[config.mk]
export PLATFORM = sky130hd
export DESIGN_NAME = bus_timeout_responder
export DESIGN_NICKNAME = d
export VERILOG_FILES = /design/src/rtl/bto_pkg.sv /design/src/rtl/bto_cfg_latch.sv /design/src/rtl/bto_cycle_counter.sv /design/src/rtl/bto_fire_ctrl.sv /design/src/rtl/bus_timeout_responder.sv
export SDC_FILE = /design/constraint.sdc
export NUM_CORES = 1
export LEC_CHECK = 0
export ABC_CLOCK_PERIOD_IN_PS = 2900
export BUFFER_PORTS_ARGS = -buffer_cell sky130_fd_sc_hd__buf_2
export CORE_MARGIN = 4
export CORE_UTILIZATION = 55
export DETAILED_ROUTE_END_ITERATION = 12
export PLACE_DENSITY = 0.75
export SLEW_MARGIN = 10
export SYNTH_ARGS = -nofsm -noshare
export SYNTH_HDL_FRONTEND = slang
export SYNTH_SLANG_ARGS = --single-unit
[constraint.sdc]
create_clock -name clk -period 2.9 [get_ports clk]
set_clock_uncertainty 0.2 [all_clocks]
set_input_delay 0.58 -clock clk [delete_from_list [all_inputs] [get_ports clk]]
set_output_delay 0.58 -clock clk [all_outputs]
set_load 0.02 [all_outputs]
[src/rtl/bto_pkg.sv]
package bto_pkg;

    localparam int TAP_BASE_DEF  = 7;
    localparam int TAP_SEL_W_DEF = 3;
    localparam int RESET_TAP_DEF = 3;

    typedef enum logic {
        RESP_ACK  = 1'b0,
        RESP_BERR = 1'b1
    } resp_mode_e;

    typedef enum logic [1:0] {
        ST_IDLE     = 2'd0,
        ST_ARMED    = 2'd1,
        ST_FIRED    = 2'd2,
        ST_ANSWERED = 2'd3
    } resp_state_e;

    function automatic int cnt_width(input int tap_base, input int sel_w);
        return tap_base + (1 << sel_w);
    endfunction

endpackage

[src/rtl/bto_cfg_latch.sv]
module bto_cfg_latch
    import bto_pkg::*;
#(
    parameter int TAP_SEL_W = TAP_SEL_W_DEF,
    parameter int RESET_TAP = RESET_TAP_DEF
) (
    input  logic                 clk,
    input  logic                 rst,
    input  logic                 as_n,
    input  logic [TAP_SEL_W-1:0] tap_in,
    input  logic                 mode_in,
    output logic [TAP_SEL_W-1:0] tap_q,
    output resp_mode_e           mode_q
);

    always_ff @(posedge clk) begin
        if (rst) begin
            tap_q  <= TAP_SEL_W'(RESET_TAP);
            mode_q <= RESP_ACK;
        end else if (as_n) begin
            tap_q  <= tap_in;
            mode_q <= resp_mode_e'(mode_in);
        end
    end

    // configuration frozen while a cycle is open
    a_r8_cfg_frozen: assert property (@(posedge clk) disable iff (rst)
        !as_n |=> ($stable(tap_q) && $stable(mode_q)));

endmodule

[src/rtl/bto_cycle_counter.sv]
module bto_cycle_counter
    import bto_pkg::*;
#(
    parameter int CNT_W = cnt_width(TAP_BASE_DEF, TAP_SEL_W_DEF)
) (
    input  logic             clk,
    input  logic             rst,
    input  logic             as_n,
    output logic [CNT_W-1:0] cnt
);

    always_ff @(posedge clk) begin
        if (rst || as_n) begin
            cnt <= '0;
        end else begin
            cnt <= cnt + CNT_W'(1);
        end
    end

    // counter cleared while strobe is idle
    a_r1_cnt_cleared: assert property (@(posedge clk) disable iff (rst)
        as_n |=> (cnt == '0));

endmodule

[src/rtl/bto_fire_ctrl.sv]
module bto_fire_ctrl
    import bto_pkg::*;
#(
    parameter int TAP_BASE  = TAP_BASE_DEF,
    parameter int TAP_SEL_W = TAP_SEL_W_DEF,
    parameter int CNT_W     = cnt_width(TAP_BASE_DEF, TAP_SEL_W_DEF)
) (
    input  logic                 clk,
    input  logic                 rst,
    input  logic                 as_n,
    input  logic                 sys_dtack_n,
    input  logic [CNT_W-1:0]     cnt,
    input  logic [TAP_SEL_W-1:0] tap_q,
    input  resp_mode_e           mode_q,
    output logic                 force_dtack_n,
    output logic                 berr_n
);

    localparam int IDX_W = $clog2(CNT_W);

    resp_state_e      state;
    logic [IDX_W-1:0] tap_idx;
    logic             tap_hit;
    logic             sys_ack;

    assign tap_idx = IDX_W'(TAP_BASE) + IDX_W'(tap_q);
    assign tap_hit = cnt[tap_idx];
    assign sys_ack = !sys_dtack_n;

    always_ff @(posedge clk) begin
        if (rst || as_n) begin
            state <= ST_IDLE;
        end else begin
            unique case (state)
                ST_IDLE, ST_ARMED: begin
                    if (sys_ack)      state <= ST_ANSWERED;
                    else if (tap_hit) state <= ST_FIRED;
                    else              state <= ST_ARMED;
                end
                default: state <= state;
            endcase
        end
    end

    assign force_dtack_n = !((state == ST_FIRED) && (mode_q == RESP_ACK));
    assign berr_n        = !((state == ST_FIRED) && (mode_q == RESP_BERR));

    // an answer seen before any response keeps the cycle quiet
    a_r5_ack_blocks: assert property (@(posedge clk) disable iff (rst)
        (!as_n && !sys_dtack_n && force_dtack_n && berr_n) |=> (force_dtack_n && berr_n));

    // held while the strobe stays low
    a_r6_hold_ack: assert property (@(posedge clk) disable iff (rst)
        (!as_n && !force_dtack_n) |=> !force_dtack_n);
    a_r6_hold_berr: assert property (@(posedge clk) disable iff (rst)
        (!as_n && !berr_n) |=> !berr_n);

endmodule

[src/rtl/bus_timeout_responder.sv]
module bus_timeout_responder
    import bto_pkg::*;
#(
    parameter int TAP_BASE  = TAP_BASE_DEF,
    parameter int TAP_SEL_W = TAP_SEL_W_DEF,
    parameter int RESET_TAP = RESET_TAP_DEF
) (
    input  logic                 clk,
    input  logic                 rst,
    input  logic                 as_n,
    input  logic                 sys_dtack_n,
    input  logic                 mode_sel,
    input  logic [TAP_SEL_W-1:0] tap_sel,
    output logic                 force_dtack_n,
    output logic                 berr_n
);

    localparam int CNT_W = cnt_width(TAP_BASE, TAP_SEL_W);

    logic [TAP_SEL_W-1:0] tap_q;
    resp_mode_e           mode_q;
    logic [CNT_W-1:0]     cnt;

    bto_cfg_latch #(
        .TAP_SEL_W (TAP_SEL_W),
        .RESET_TAP (RESET_TAP)
    ) u_cfg (
        .clk     (clk),
        .rst     (rst),
        .as_n    (as_n),
        .tap_in  (tap_sel),
        .mode_in (mode_sel),
        .tap_q   (tap_q),
        .mode_q  (mode_q)
    );

    bto_cycle_counter #(
        .CNT_W (CNT_W)
    ) u_cnt (
        .clk  (clk),
        .rst  (rst),
        .as_n (as_n),
        .cnt  (cnt)
    );

    bto_fire_ctrl #(
        .TAP_BASE  (TAP_BASE),
        .TAP_SEL_W (TAP_SEL_W),
        .CNT_W     (CNT_W)
    ) u_ctrl (
        .clk           (clk),
        .rst           (rst),
        .as_n          (as_n),
        .sys_dtack_n   (sys_dtack_n),
        .cnt           (cnt),
        .tap_q         (tap_q),
        .mode_q        (mode_q),
        .force_dtack_n (force_dtack_n),
        .berr_n        (berr_n)
    );

    // release one edge after the strobe is seen high
    a_r6_release: assert property (@(posedge clk) disable iff (rst)
        as_n |=> (force_dtack_n && berr_n));

    // never both responses
    a_r10_exclusive: assert property (@(posedge clk) disable iff (rst)
        !force_dtack_n |-> berr_n);

endmodule

==> Yosys cells after proc, flatten, opt, wreduce, memory -nomap -nowiden <==
Index checks and enable logic that the tools add are counted.
{ "word_totals": {"reg_bits": 21, "latch_bits": 0, "ram_bits": 0, "romBits": 0, "output_inout_bits": 2, "wordCells": 21, "n_memories": 0} }
{ "op_classes": {"addsub": 2, "n_mul": 0, "div": 0, "order_cmp": 1, "n_eq_ne": 2, "shifts": 0, "n_mux": 4, "bitwise_logic": 1, "n_reduce_logical": 7} }
{ "op_table": {"columns": ["op", "n"], "rows": [
  ["15-bit by 1-bit adder with 15-bit output, second input constant", 1],
  ["4-bit by 5-bit less-than comparator with 1-bit output, second input constant", 1],
  ["3-bit by 3-bit adder with 4-bit output, first input constant", 1],
  ["1-bit binary-select mux with 4-bit select", 1],
  ["2-bit 2-to-1 mux", 2],
  ["2-bit by 1-bit equality test with 1-bit output, second input constant", 1],
  ["2-bit equality test, second input constant", 1],
  ["1-bit logical AND", 2],
  ["1-bit zero test", 2],
  ["2-bit zero test", 1],
  ["2-bit OR reduction", 1],
  ["1-bit logical OR", 1],
  ["1-bit 2-to-1 mux", 1],
  ["1-bit NOT", 1]
]} }

==> Depth between registers and ports, before layout <==
Gate-level depths: netlist of run 1.
{ "depth": {"ltp_word": 5, "depth_mapped": 7, "mapped_depth_nobuf": 7} }

==> Modules after synthesis <==
A second synthesis of run 1 with hierarchy kept.
{ "unflattened": {"hier_cells": 114, "hier_area_um2": 1061.0} }
{ "modules_own_cells": {"columns": ["mod", "n_inst", "cells_per_inst", "area_each_um2", "seq_area_each_um2"], "rows": [
  ["bto_cycle_counter", 1, 74, 666.9, 300.3],
  ["bto_fire_ctrl", 1, 28, 256.5, 40.0],
  ["bto_cfg_latch", 1, 12, 137.6, 80.1]
]} }

==> Worst setup path after synthesis of run 1 <==
No wires, ideal clock.
{ "synth_path": {"kind": "register to register", "from": "reg u_cfg.tap_q[0]", "to": "reg u_ctrl.state[1]", "setup_ns": 0.122, "arrival_ns": 1.813, "required_time_ns": 2.578, "setup_slack_ns": 0.765, "path_stages_with_launch": 7, "n_path_buf": 0, "synth_period_minus_slack_ns": 2.135, "cell_sequence": "dfxtp_1 inv_1 ha_1 mux4_1 nor4_1 nor4_1 o31a_2"} }
{ "synth_between": {"elab_chain_len": 5} }
{ "synth_rtl": {"columns": ["element", "line_no", "rtl"], "rows": [
  ["start, declared", "bto_cfg_latch.sv:12", "output logic [TAP_SEL_W-1:0] tap_q,"],
  ["start signal, assigned", "bto_cfg_latch.sv:18", "tap_q <= TAP_SEL_W'(RESET_TAP);"],
  ["start signal, assigned", "bto_cfg_latch.sv:21", "tap_q <= tap_in;"],
  ["3-bit by 3-bit adder with 4-bit output", "bto_fire_ctrl.sv:26", "assign tap_idx = IDX_W'(TAP_BASE) + IDX_W'(tap_q);"],
  ["1-bit binary-select mux with 4-bit select", "bto_fire_ctrl.sv:27", "assign tap_hit = cnt[tap_idx];"],
  ["1-bit 2-to-1 mux (not written as such)", "bto_fire_ctrl.sv:27", null],
  ["2-bit 2-to-1 mux", "bto_fire_ctrl.sv:37", "else if (tap_hit) state <= ST_FIRED;"],
  ["2-bit 2-to-1 mux", "bto_fire_ctrl.sv:36", "if (sys_ack) state <= ST_ANSWERED;"],
  ["end signal, assigned", "bto_fire_ctrl.sv:40", "default: state <= state;"],
  ["end, declared", "bto_fire_ctrl.sv:21", "resp_state_e state;"]
]} }
Every way passes these cells. The select of a mux whose other input is x is not followed.
A chain may end at the register's enable or synchronous reset.

==> Worst setup path after layout of run 1 <==
Ends and elaborated chain as after synthesis.

==> results of run 1 <==
[layout by cell type (no fill, tap or decap), drive strengths merged, types with 2 or more instances in the layout]
cell / n
mux2i: 2
mux4: 2
ha: 2
nor2: 22
xnor2: 5
a2111oi: 2
clkbuf: 3
o211ai: 2
buf: 9
nand4: 3
dfxtp: 21
or3: 2
inv: 6
nand2: 6
xor2: 8
nor4: 2
nand3: 7
[how the worst min path moves through the flow]
stage,from,to,slack [ns]
floorplan,u_cnt.cnt[0],u_cnt.cnt[0],0.23
global placement,u_cnt.cnt[0],u_cnt.cnt[0],0.24
detailed placement,u_cnt.cnt[0],u_cnt.cnt[0],0.25
CTS,u_cnt.cnt[0],u_cnt.cnt[0],0.28
global route,sys_dtack_n,u_ctrl.state[0],0.30
finish,u_cnt.cnt[0],u_cnt.cnt[0],0.27
[stage by stage]
step,hold slack [ns],total power (W),cell area [um^2],utilization
after floorplan,0.230,0.000338,956,-
after global placement,0.245,0.000349,1010,0.640
after detailed placement,0.249,0.000351,1010,0.640
after CTS,0.279,0.000490,1040,0.658
after global routing,0.298,0.000509,1040,0.658
final,0.272,0.000483,1040,0.658
[per-layer routing]
metal,track usage,vias to the layer above,part of all wire
met5,0,-,0
li1,-,383,-
met1,0.200,352,0.49
met4,0.0553,0,0.013
met3,0.0361,4,0.019
met2,0.249,6,0.48
[flip-flops by register name, indices dropped and copies added, names as in the netlist]
signal	count
u_cnt.cnt	15
u_cfg.tap_q	3
u_ctrl.state	2
u_cfg.mode_q	1
[critical path, delay by kind of cell, from the launching register on]
| kind | cells | cell delay, ns |
|---|---|---|
| AO/OA/AOI/OAI | 2 | 0.69 |
| buffers and inverters | 1 | 0.10 |
| AND/OR/NAND/NOR | 2 | 0.36 |
| adder cells (fa/ha/maj) | 1 | 0.23 |
| flip-flops | 1 | 0.39 |
| XOR/XNOR | 1 | 0.25 |
[final cells by class]
class,count,share of cell area
inverters,6,0.0217
flip-flops and latches,21,0.405
clock buffers,3,0.0217
repair buffers,9,0.0434
clock inverters,1,0.00483
multi-input cells,75,0.484
well taps,16,0.0193
[power groups by stage]
stage               combinational, W  sequential (W)  clock, W
floorplan                  0.0000314        0.000307         0
global placement           0.0000413        0.000308         0
detailed placement         0.0000428        0.000308         0
CTS                        0.0000428        0.000302  0.000145
global route               0.0000479        0.000303  0.000158
finish                     0.0000424        0.000301  0.000139
[cell families (layout without fill, tap and decap cells)]
group,after synthesis,after routing,share of synthesized area
and+or+nand+nor,47,47,0.228
xor gates and xnor gates,13,13,0.127
adders and majority gates,2,2,0.0262
muxes,4,4,0.0720
AOI/OAI and AO/OA,9,9,0.0720
buffers and inverters,9,19,0.0353
DFF,21,21,0.440
==> results.sh, run 1 <==
export IMPL_cp_slowest_cell="a2111oi_0"
export IMPL_antenna_found_initial=0
export IMPL_cp_start_kind="flop"
export IMPL_place_congestion=0.775
export IMPL_syn_avg_cell_area_um2=9.10
export IMPL_start_util=0.606
export IMPL_clockBufferDepth=2
export IMPL_grt_max_degree=16
export IMPL_worst_slew_pin_slew_ns=0.436
export IMPL_end_kind="flop"
export IMPL_fin_crit_ns=2.32
export IMPL_io_buffers=9
export IMPL_core_um2=1580
export IMPL_cp_max_fo=5
export IMPL_post_route_period_util=0.801
export IMPL_synth_top_cell_area_share=0.440
export IMPL_fin_ws_ns=0.576
export IMPL_drive_above_1_share=0.157
export IMPL_min_path_type="flop to flop"
export IMPL_routed_wl_um=1670
export IMPL_rsz0062_at_grt="no"
export IMPL_arrival_ns=2.32
export IMPL_synth_edff_count=0
export IMPL_intPower_w=0.000366
export IMPL_cts_sinks=21
export IMPL_syn_area_um2=956
export IMPL_hpwl_um=1310
export IMPL_wl_per_cell_um=12.7
export IMPL_grt_pass1_vias=697
export IMPL_synth_common_cells="nor2_1 (22), dfxtp_1 (21), xor2_1 (8)"
export IMPL_p_leak_nw=0.400
export IMPL_crit_start="u_cfg.tap_q[0]"
export IMPL_fillCellCount=150
export IMPL_endpoint="u_ctrl.state[1]"
export IMPL_synth_most_common_cell="nor2_1"
export IMPL_post_route_drc_count=0
export IMPL_switching_share=0.242
export IMPL_yosys_warnings=0
export IMPL_synth_top_area_cell="dfxtp_1"
export IMPL_yosysUniqueCellTypes=28
export IMPL_p_comb_frac=0.088
export IMPL_grt_pass1_wl_um=2990
export IMPL_cts_tree="built"
export IMPL_status="completed"
export IMPL_seqCellArea_um2=420
export IMPL_ys_ff_latch=21
export IMPL_rows=14
export IMPL_drtAntennaViolNets=0
export IMPL_max_freq_ghz=0.430
export IMPL_vias=745
export IMPL_hold_buffers=0
export IMPL_first_iter_violations=5
export IMPL_r2r_start="u_cfg.tap_q[0]"
export IMPL_path_cells="inv_1 > ha_1 > xnor2_2 > and2b_4 > a2111oi_0 > nor4_1 > o31a_2"
export IMPL_post_cts_buffers=0
export IMPL_power_switching_w=0.000117
export IMPL_place_ws_ns=0.553
export IMPL_area_growth_pct=8.51
export IMPL_hold_violations=0
export IMPL_clk_insertion_delay_late_ns=0.30
export IMPL_dieArea_um2=2470
export IMPL_cts_root_buf="clkbuf_4"
export IMPL_ff2ff_setup_slack_ns=0.58
export IMPL_async_flop_share=0
export IMPL_drv_cap=0
export IMPL_h_tree_depth=1
export IMPL_first_pass_iters=2
export IMPL_slew_viol_final=0
export IMPL_rr_worst_depth=7
export IMPL_grt_usage=0.155
export IMPL_ir_worst_vdd_mv=0.317
export IMPL_syn_nets=115
export IMPL_multi_input_comb_area_um2=502
export IMPL_ioPinCount=10
export IMPL_worstReg2RegEnd="u_ctrl.state[1]"
export IMPL_grt_overflow=0
export IMPL_power_density_nw_per_um2=466
export IMPL_clkTransAtPathRegs_ns=0.12
export IMPL_synth_area_leaders="dfxtp_1 (44%), nor2_1 (8.6%), xor2_1 (7.3%)"
export IMPL_relSlewSlack=0.707
export IMPL_die_y_um=49.7
export IMPL_fin_cells=131
export IMPL_cts_buffers=3
export IMPL_crit_required_ns=2.90
export IMPL_placed_cells=127
export IMPL_num_antenna_cells=0
export IMPL_whs_path_depth=1
export IMPL_clkPwrFrac=0.288
export IMPL_setup_tns_ns=0
export IMPL_nNetsFinal=126
export IMPL_ys_seq_area_frac=0.440
export IMPL_path_class="flop to flop"
export IMPL_setup_viol=0
export IMPL_die_x_um=49.7
export IMPL_synthCells=105
export IMPL_viasPerCell=5.69
export IMPL_slowest_delay_ns=0.40
export IMPL_post_cts_resize_count=0
export IMPL_synthFlopType="dfxtp_1"
export IMPL_power_frac_seq=0.624
Note: power is estimated with default switching activity, not from simulation.
==> inputs of run 2 (changes only) <==
--- a/config.mk
+++ b/config.mk
@@ -5,7 +5,7 @@
 export SDC_FILE = /design/constraint.sdc
 export NUM_CORES = 1
 export LEC_CHECK = 0
-export ABC_CLOCK_PERIOD_IN_PS = 2900
+export ABC_CLOCK_PERIOD_IN_PS = 2260
 export BUFFER_PORTS_ARGS = -buffer_cell sky130_fd_sc_hd__buf_2
 export CORE_MARGIN = 4
 export CORE_UTILIZATION = 55
==> constraint.sdc (replaced) <==
create_clock -name clk -period 2.26 [get_ports clk]
set_clock_uncertainty 0.2 [all_clocks]
set_input_delay 0.452 -clock clk [delete_from_list [all_inputs] [get_ports clk]]
set_output_delay 0.452 -clock clk [all_outputs]
set_load 0.02 [all_outputs]
==> run 2 against run 1 <==
- non-clock buffer count is 5 higher
- core utilization up 4.1 points
- global-route usage increased by 1.2 points
- sequential share of layout area shrank 2.2 points
- fmax is 8.4% higher
- flip-flop and latch count is the same
- final cell count up 3.8%
- cell area is 6.3% higher
- die area stayed put
==> results.sh, run 2 (synthesis results as in run 1) <==
export IMPL_nNetsFinal=131
export IMPL_wl_met1_um=854
export IMPL_first_iter_violations=3
export IMPL_layout_common_cells="nor2_1 (21), dfxtp_1 (19), buf_2 (9), xor2_1 (8), nand3_1 (7)"
export IMPL_cts_root_buf="clkbuf_4"
export IMPL_arrival_ns=2.15
export IMPL_first_pass_iters=4
export IMPL_multi_input_comb_area_um2=527
export IMPL_largest_register_ffs=15
export IMPL_fin_area_um2=1100
export IMPL_clockBufferDepth=2
export IMPL_post_route_period_util=0.949
export IMPL_cp_slowest_cell="mux4_2"
export IMPL_die_y_um=49.7
export IMPL_start_util=0.606
export IMPL_top_register="u_cnt.cnt"
export IMPL_path_cells="inv_1 > ha_2 > mux4_2 > nor4_2 > nor4_1 > o31a_2"
export IMPL_slew_viol_final=0
export IMPL_worst_slew_pin_slew_ns=0.492
export IMPL_fillCellCount=125
export IMPL_cp_max_fo=4
export IMPL_post_route_drc_count=0
export IMPL_h_tree_depth=1
export IMPL_grt_pass1_wl_um=3150
export IMPL_placed_cell_area_um2=1020
export IMPL_end_kind="flop"
export IMPL_cts_tree="built"
export IMPL_wl_per_cell_um=13.3
export IMPL_wl_met2_um=869
export IMPL_power_density_nw_per_um2=585
export IMPL_grt_max_degree=16
export IMPL_rsz0062_at_grt="no"
export IMPL_max_freq_ghz=0.466
export IMPL_dieArea_um2=2470
export IMPL_rows=14
export IMPL_drv_cap=0
export IMPL_vias=758
export IMPL_viasPerCell=5.57
export IMPL_io_buffers=9
export IMPL_hold_violations=0
export IMPL_routed_wl_um=1810
export IMPL_top_layer_used="met4"
export IMPL_slowest_delay_ns=0.52
export IMPL_cts_buffers=3
export IMPL_crit_required_ns=2.27
export IMPL_drtAntennaViolNets=0
export IMPL_die_x_um=49.7
export IMPL_relSlewSlack=0.670
export IMPL_drive_above_1_share=0.250
export IMPL_hpwl_um=1300
export IMPL_grt_usage=0.166
export IMPL_setup_viol=0
export IMPL_grt_overflow=0
export IMPL_path_buf_inv=1
export IMPL_seqCellArea_um2=423
export IMPL_min_path_type="input port to flop"
export IMPL_grt_pass1_vias=735
export IMPL_final_common_cell="nor2_1"
export IMPL_antenna_found_initial=0
export IMPL_area_growth_pct=15.3
export IMPL_clkTransAtPathRegs_ns=0.12
export IMPL_ir_worst_vdd_mv=0.436
export IMPL_place_ws_ns=-0.0638
export IMPL_cp_start_kind="flop"
export IMPL_status="completed"
export IMPL_place_congestion=0.781
export IMPL_hold_slack_ns=0.153
export IMPL_cp_top_family="multiplexers"
export IMPL_fin_crit_ns=2.14
export IMPL_core_um2=1580
export IMPL_num_antenna_cells=0
export IMPL_reg_top3="u_cnt.cnt x15, u_cfg.tap_q x3, u_ctrl.state x2"
export IMPL_setup_tns_ns=0
export IMPL_cts_sinks=21
export IMPL_ioPinCount=10
export IMPL_path_class="flop to flop"
export IMPL_wl_met3_um=50
export IMPL_p_leak_nw=0.416
export IMPL_fin_ws_ns=0.115
export IMPL_clk_insertion_delay_late_ns=0.31
-- run 2: power by group --
| part | internal [W] | total (W) | switching, W |
|---|---|---|---|
| sequential | 0.000379 | 0.000387 | 0.00000771 |
| clock | 0.0000661 | 0.000183 | 0.000117 |
| combinational | 0.0000371 | 0.0000745 | 0.0000374 |
| total | 0.000483 | 0.000645 | 0.000162 |
-- run 2: per-layer routing --
| layer | up-vias | track usage |
|---|---|---|
| li1 | 387 | - |
| met5 | - | 0 |
| met3 | 5 | 0.0452 |
| met1 | 355 | 0.198 |
| met2 | 11 | 0.267 |
| met4 | 0 | 0.0968 |
-- run 2: what timing repair did --
| action | CTS | global route |
|---|---|---|
| pin swaps | 1 | 1 |
| setup endpoints to repair | 2 | 2 |
| buffers inserted | 3 | 1 |
| gates resized for setup | 4 | 5 |
| hold buffers | 0 | 0 |
-- run 2: area by class of cell --
type                            instances  share of cell area
Multi-Input combinational cell         75               0.478
Sequential cell                        21               0.384
Timing Repair Buffer                   14              0.0749
Clock buffer                            3              0.0204
Inverter                                6              0.0204
Tap cell                               16              0.0182
Clock inverter                          1             0.00454
-- run 2: metrics by stage --
stage,total power (W),std cells,utilization
5_1_grt,0.000677,136,0.699
3_3_place_gp,0.000450,128,0.645
3_5_place_dp,0.000452,128,0.645
4_1_cts,0.000639,135,0.683
6_report,0.000645,136,0.699
2_1_floorplan,0.000434,105,-
-- run 2: worst paths after layout --
path                        from              end  slack [ns]  depth (start not counted)
setup / recovery  u_cfg.tap_q[1]  u_ctrl.state[1]        0.12                          6
hold / removal               rst     u_cfg.mode_q        0.15                          2
setup reg to reg  u_cfg.tap_q[1]  u_ctrl.state[1]        0.12                          6
hold reg to reg     u_cnt.cnt[0]     u_cnt.cnt[0]        0.28                          1
-- run 2: worst reg2reg max path, stage by stage, from the launching register on --
cell	delay [ns]
dfxtp_2	0.34
inv_1	0.05
ha_2	0.36
mux4_2	0.53
nor4_2	0.16
nor4_1	0.11
o31a_2	0.29
==> inputs of run 3 (changes only) <==
--- a/config.mk
+++ b/config.mk
@@ -5,10 +5,12 @@
 export SDC_FILE = /design/constraint.sdc
 export NUM_CORES = 1
 export LEC_CHECK = 0
-export ABC_CLOCK_PERIOD_IN_PS = 2260
+export ABC_CLOCK_PERIOD_IN_PS = 2000
 export BUFFER_PORTS_ARGS = -buffer_cell sky130_fd_sc_hd__buf_2
+export CELL_PAD_IN_SITES_DETAIL_PLACEMENT = 0
+export CELL_PAD_IN_SITES_GLOBAL_PLACEMENT = 1
 export CORE_MARGIN = 4
-export CORE_UTILIZATION = 55
+export CORE_UTILIZATION = 42
 export DETAILED_ROUTE_END_ITERATION = 12
 export PLACE_DENSITY = 0.75
 export SLEW_MARGIN = 10
==> constraint.sdc (replaced) <==
create_clock -name clk -period 2 [get_ports clk]
set_clock_uncertainty 0.2 [all_clocks]
set_input_delay 0.4 -clock clk [delete_from_list [all_inputs] [get_ports clk]]
set_output_delay 0.4 -clock clk [all_outputs]
set_load 0.02 [all_outputs]
==> run 3 against run 2 <==
- the run now ends with negative setup slack left
- first-iteration DRC count rose to 3.0 times the previous value
- critical path depth up 1
- fmax up 3.6%
- routed wire length up 8.7%
- non-clock buffer count up 3
- sequential share of layout area down 2.6 points
- total power up 15%
- die area up 26%
- via count up 1.6%
- clock power up 8%
- core utilization down 16 points
- final cell count up 11%
- critical path type unchanged
- critical endpoint unchanged
- largest cell class unchanged
==> results.sh, run 3 (synthesis results as in run 1) <==
export IMPL_hold_violations=0
export IMPL_min_path_type="input port to flop"
export IMPL_grt_overflow=0
export IMPL_num_antenna_cells=0
export IMPL_max_freq_ghz=0.483
export IMPL_cp_start_kind="flop"
export IMPL_arrival_ns=2.06
export IMPL_cp_max_fo=4
export IMPL_hold_slack_ns=0.120
export IMPL_path_class="flop to flop"
export IMPL_rr_worst_depth=7
export IMPL_vias=770
export IMPL_nNetsFinal=134
export IMPL_antenna_found_initial=0
export IMPL_crit_required_ns=1.99
export IMPL_dieArea_um2=3100
export IMPL_placed_cells=145
export IMPL_setup_viol=2
export IMPL_power_density_nw_per_um2=628
export IMPL_fin_crit_ns=2.07
export IMPL_grt_pass1_vias=783
export IMPL_hold_buffers=0
export IMPL_grt_pass1_wl_um=3440
export IMPL_fin_ws_ns=-0.0700
export IMPL_path_cells="inv_2 > ha_4 > xnor2_4 > mux4_2 > nor2_2 > nor4_2 > o31a_2"
export IMPL_worst_slew_pin_slew_ns=0.457
export IMPL_clockBufferDepth=2
export IMPL_status="finished with violations"
export IMPL_final_common_cell="nor2_1"
export IMPL_place_congestion=0.765
export IMPL_ioPinCount=10
export IMPL_first_pass_iters=4
export IMPL_wl_per_cell_um=13.0
export IMPL_violations="negative setup slack"
export IMPL_layout_common_cells="nor2_1 (21), dfxtp_1 (19), buf_2 (9), xor2_1 (8), buf_4 (8)"
export IMPL_area_growth_pct=23.8
export IMPL_largest_register_ffs=15
export IMPL_viasPerCell=5.10
export IMPL_cts_root_buf="clkbuf_4"
export IMPL_slew_viol_final=0
export IMPL_slowest_delay_ns=0.54
export IMPL_die_x_um=55.7
export IMPL_die_y_um=55.7
export IMPL_grt_usage=0.138
export IMPL_rsz0062_at_grt="yes"
export IMPL_drtAntennaViolNets=0
export IMPL_relSlewSlack=0.693
export IMPL_routed_wl_um=1970
export IMPL_whs_path_depth=3
export IMPL_p_leak_nw=0.434
export IMPL_top_register="u_cnt.cnt"
export IMPL_p_total_w=0.000743
export IMPL_first_iter_violations=9
export IMPL_drive_above_1_share=0.301
export IMPL_clkTransAtPathRegs_ns=0.12
export IMPL_h_tree_depth=1
export IMPL_post_route_drc_count=0
export IMPL_post_route_period_util=1.03
export IMPL_cts_buffers=3
export IMPL_cts_tree="built"
export IMPL_post_route_util=0.540
export IMPL_hpwl_um=1330
export IMPL_start_util=0.436
export IMPL_drv_cap=0
export IMPL_reg_top3="u_cnt.cnt x15, u_cfg.tap_q x3, u_ctrl.state x2"
export IMPL_end_kind="flop"
export IMPL_grt_max_degree=16
export IMPL_ir_worst_vdd_mv=0.330
export IMPL_cts_sinks=21
export IMPL_core_um2=2190
export IMPL_cp_slowest_cell="mux4_2"
export IMPL_rows=17
export IMPL_io_buffers=9
export IMPL_clk_insertion_delay_late_ns=0.30
export IMPL_fin_cells=151
run 3: cell count changes in the layout (fill, tap and decap cells not counted):
cell and delta:
a2111oi_0 -1, ha_2 -1, inv_2 +2, buf_4 +3, ha_4 +1, a2111oi_4 +1
nor4_1 -1, inv_1 -2, nor4_4 +1
run 3: metrics by stage:
stage	instance area, um^2	setup WS (ns)	TNS (ns)
3_5_place_dp	1080	-0.162	-0.262
3_3_place_gp	1080	-0.0899	-0.118
6_report	1180	-0.0700	-0.140
2_1_floorplan	967	-0.0733	-0.0770
4_1_cts	1170	-0.0794	-0.155
5_1_grt	1180	-0.149	-0.277
run 3: worst paths after layout:
kind	startpoint	to	slack (ns)
max	u_cfg.tap_q[0]	u_ctrl.state[1]	-0.07
min	tap_sel[0]	u_cfg.tap_q[0]	0.12
max reg2reg	u_cfg.tap_q[0]	u_ctrl.state[1]	-0.07
min reg2reg	u_cnt.cnt[0]	u_cnt.cnt[0]	0.28
run 3: final cells by class:
class | count | area (um^2)
Clock buffer | 3 | 22.5
Fill cell | 205 | 1010
Tap cell | 28 | 35.0
Inverter | 6 | 22.5
Sequential cell | 21 | 423
Multi-Input combinational cell | 75 | 571
Clock inverter | 1 | 5.00
Timing Repair Buffer | 17 | 105
run 3: where the power goes:
part | internal [W] | switching (W) | total [W]
Combinational | 0.0000546 | 0.0000527 | 0.000107
Clock | 0.0000743 | 0.000124 | 0.000198
Sequential | 0.000429 | 0.00000851 | 0.000437
Total | 0.000558 | 0.000185 | 0.000743
run 3: what timing repair did:
| item | in CTS | in global routing |
|---|---|---|
| resized for setup | 8 | 2 |
| setup endpoints to repair | 2 | 2 |
| cloned | 0 | 0 |
| setup buffers | 2 | 0 |
| pin swaps | 6 | 2 |
run 3: worst max-delay path: cells and delay by family (launching register included):
kind,cells,cell delay [ns]
mux,1,0.54
flops,1,0.36
compound gates,1,0.29
xor+xnor,1,0.20
fa+ha+maj,1,0.17
simple gates,2,0.16
buf+inv,1,0.05
run 3: routing by layer:
metal	up-vias	global-route usage	part of all wire
li1	395	-	-
met1	372	0.179	0.47
met2	1	0.233	0.51
met3	2	0.0209	0.012
met4	0	0.0417	0.0086
met5	-	0	0
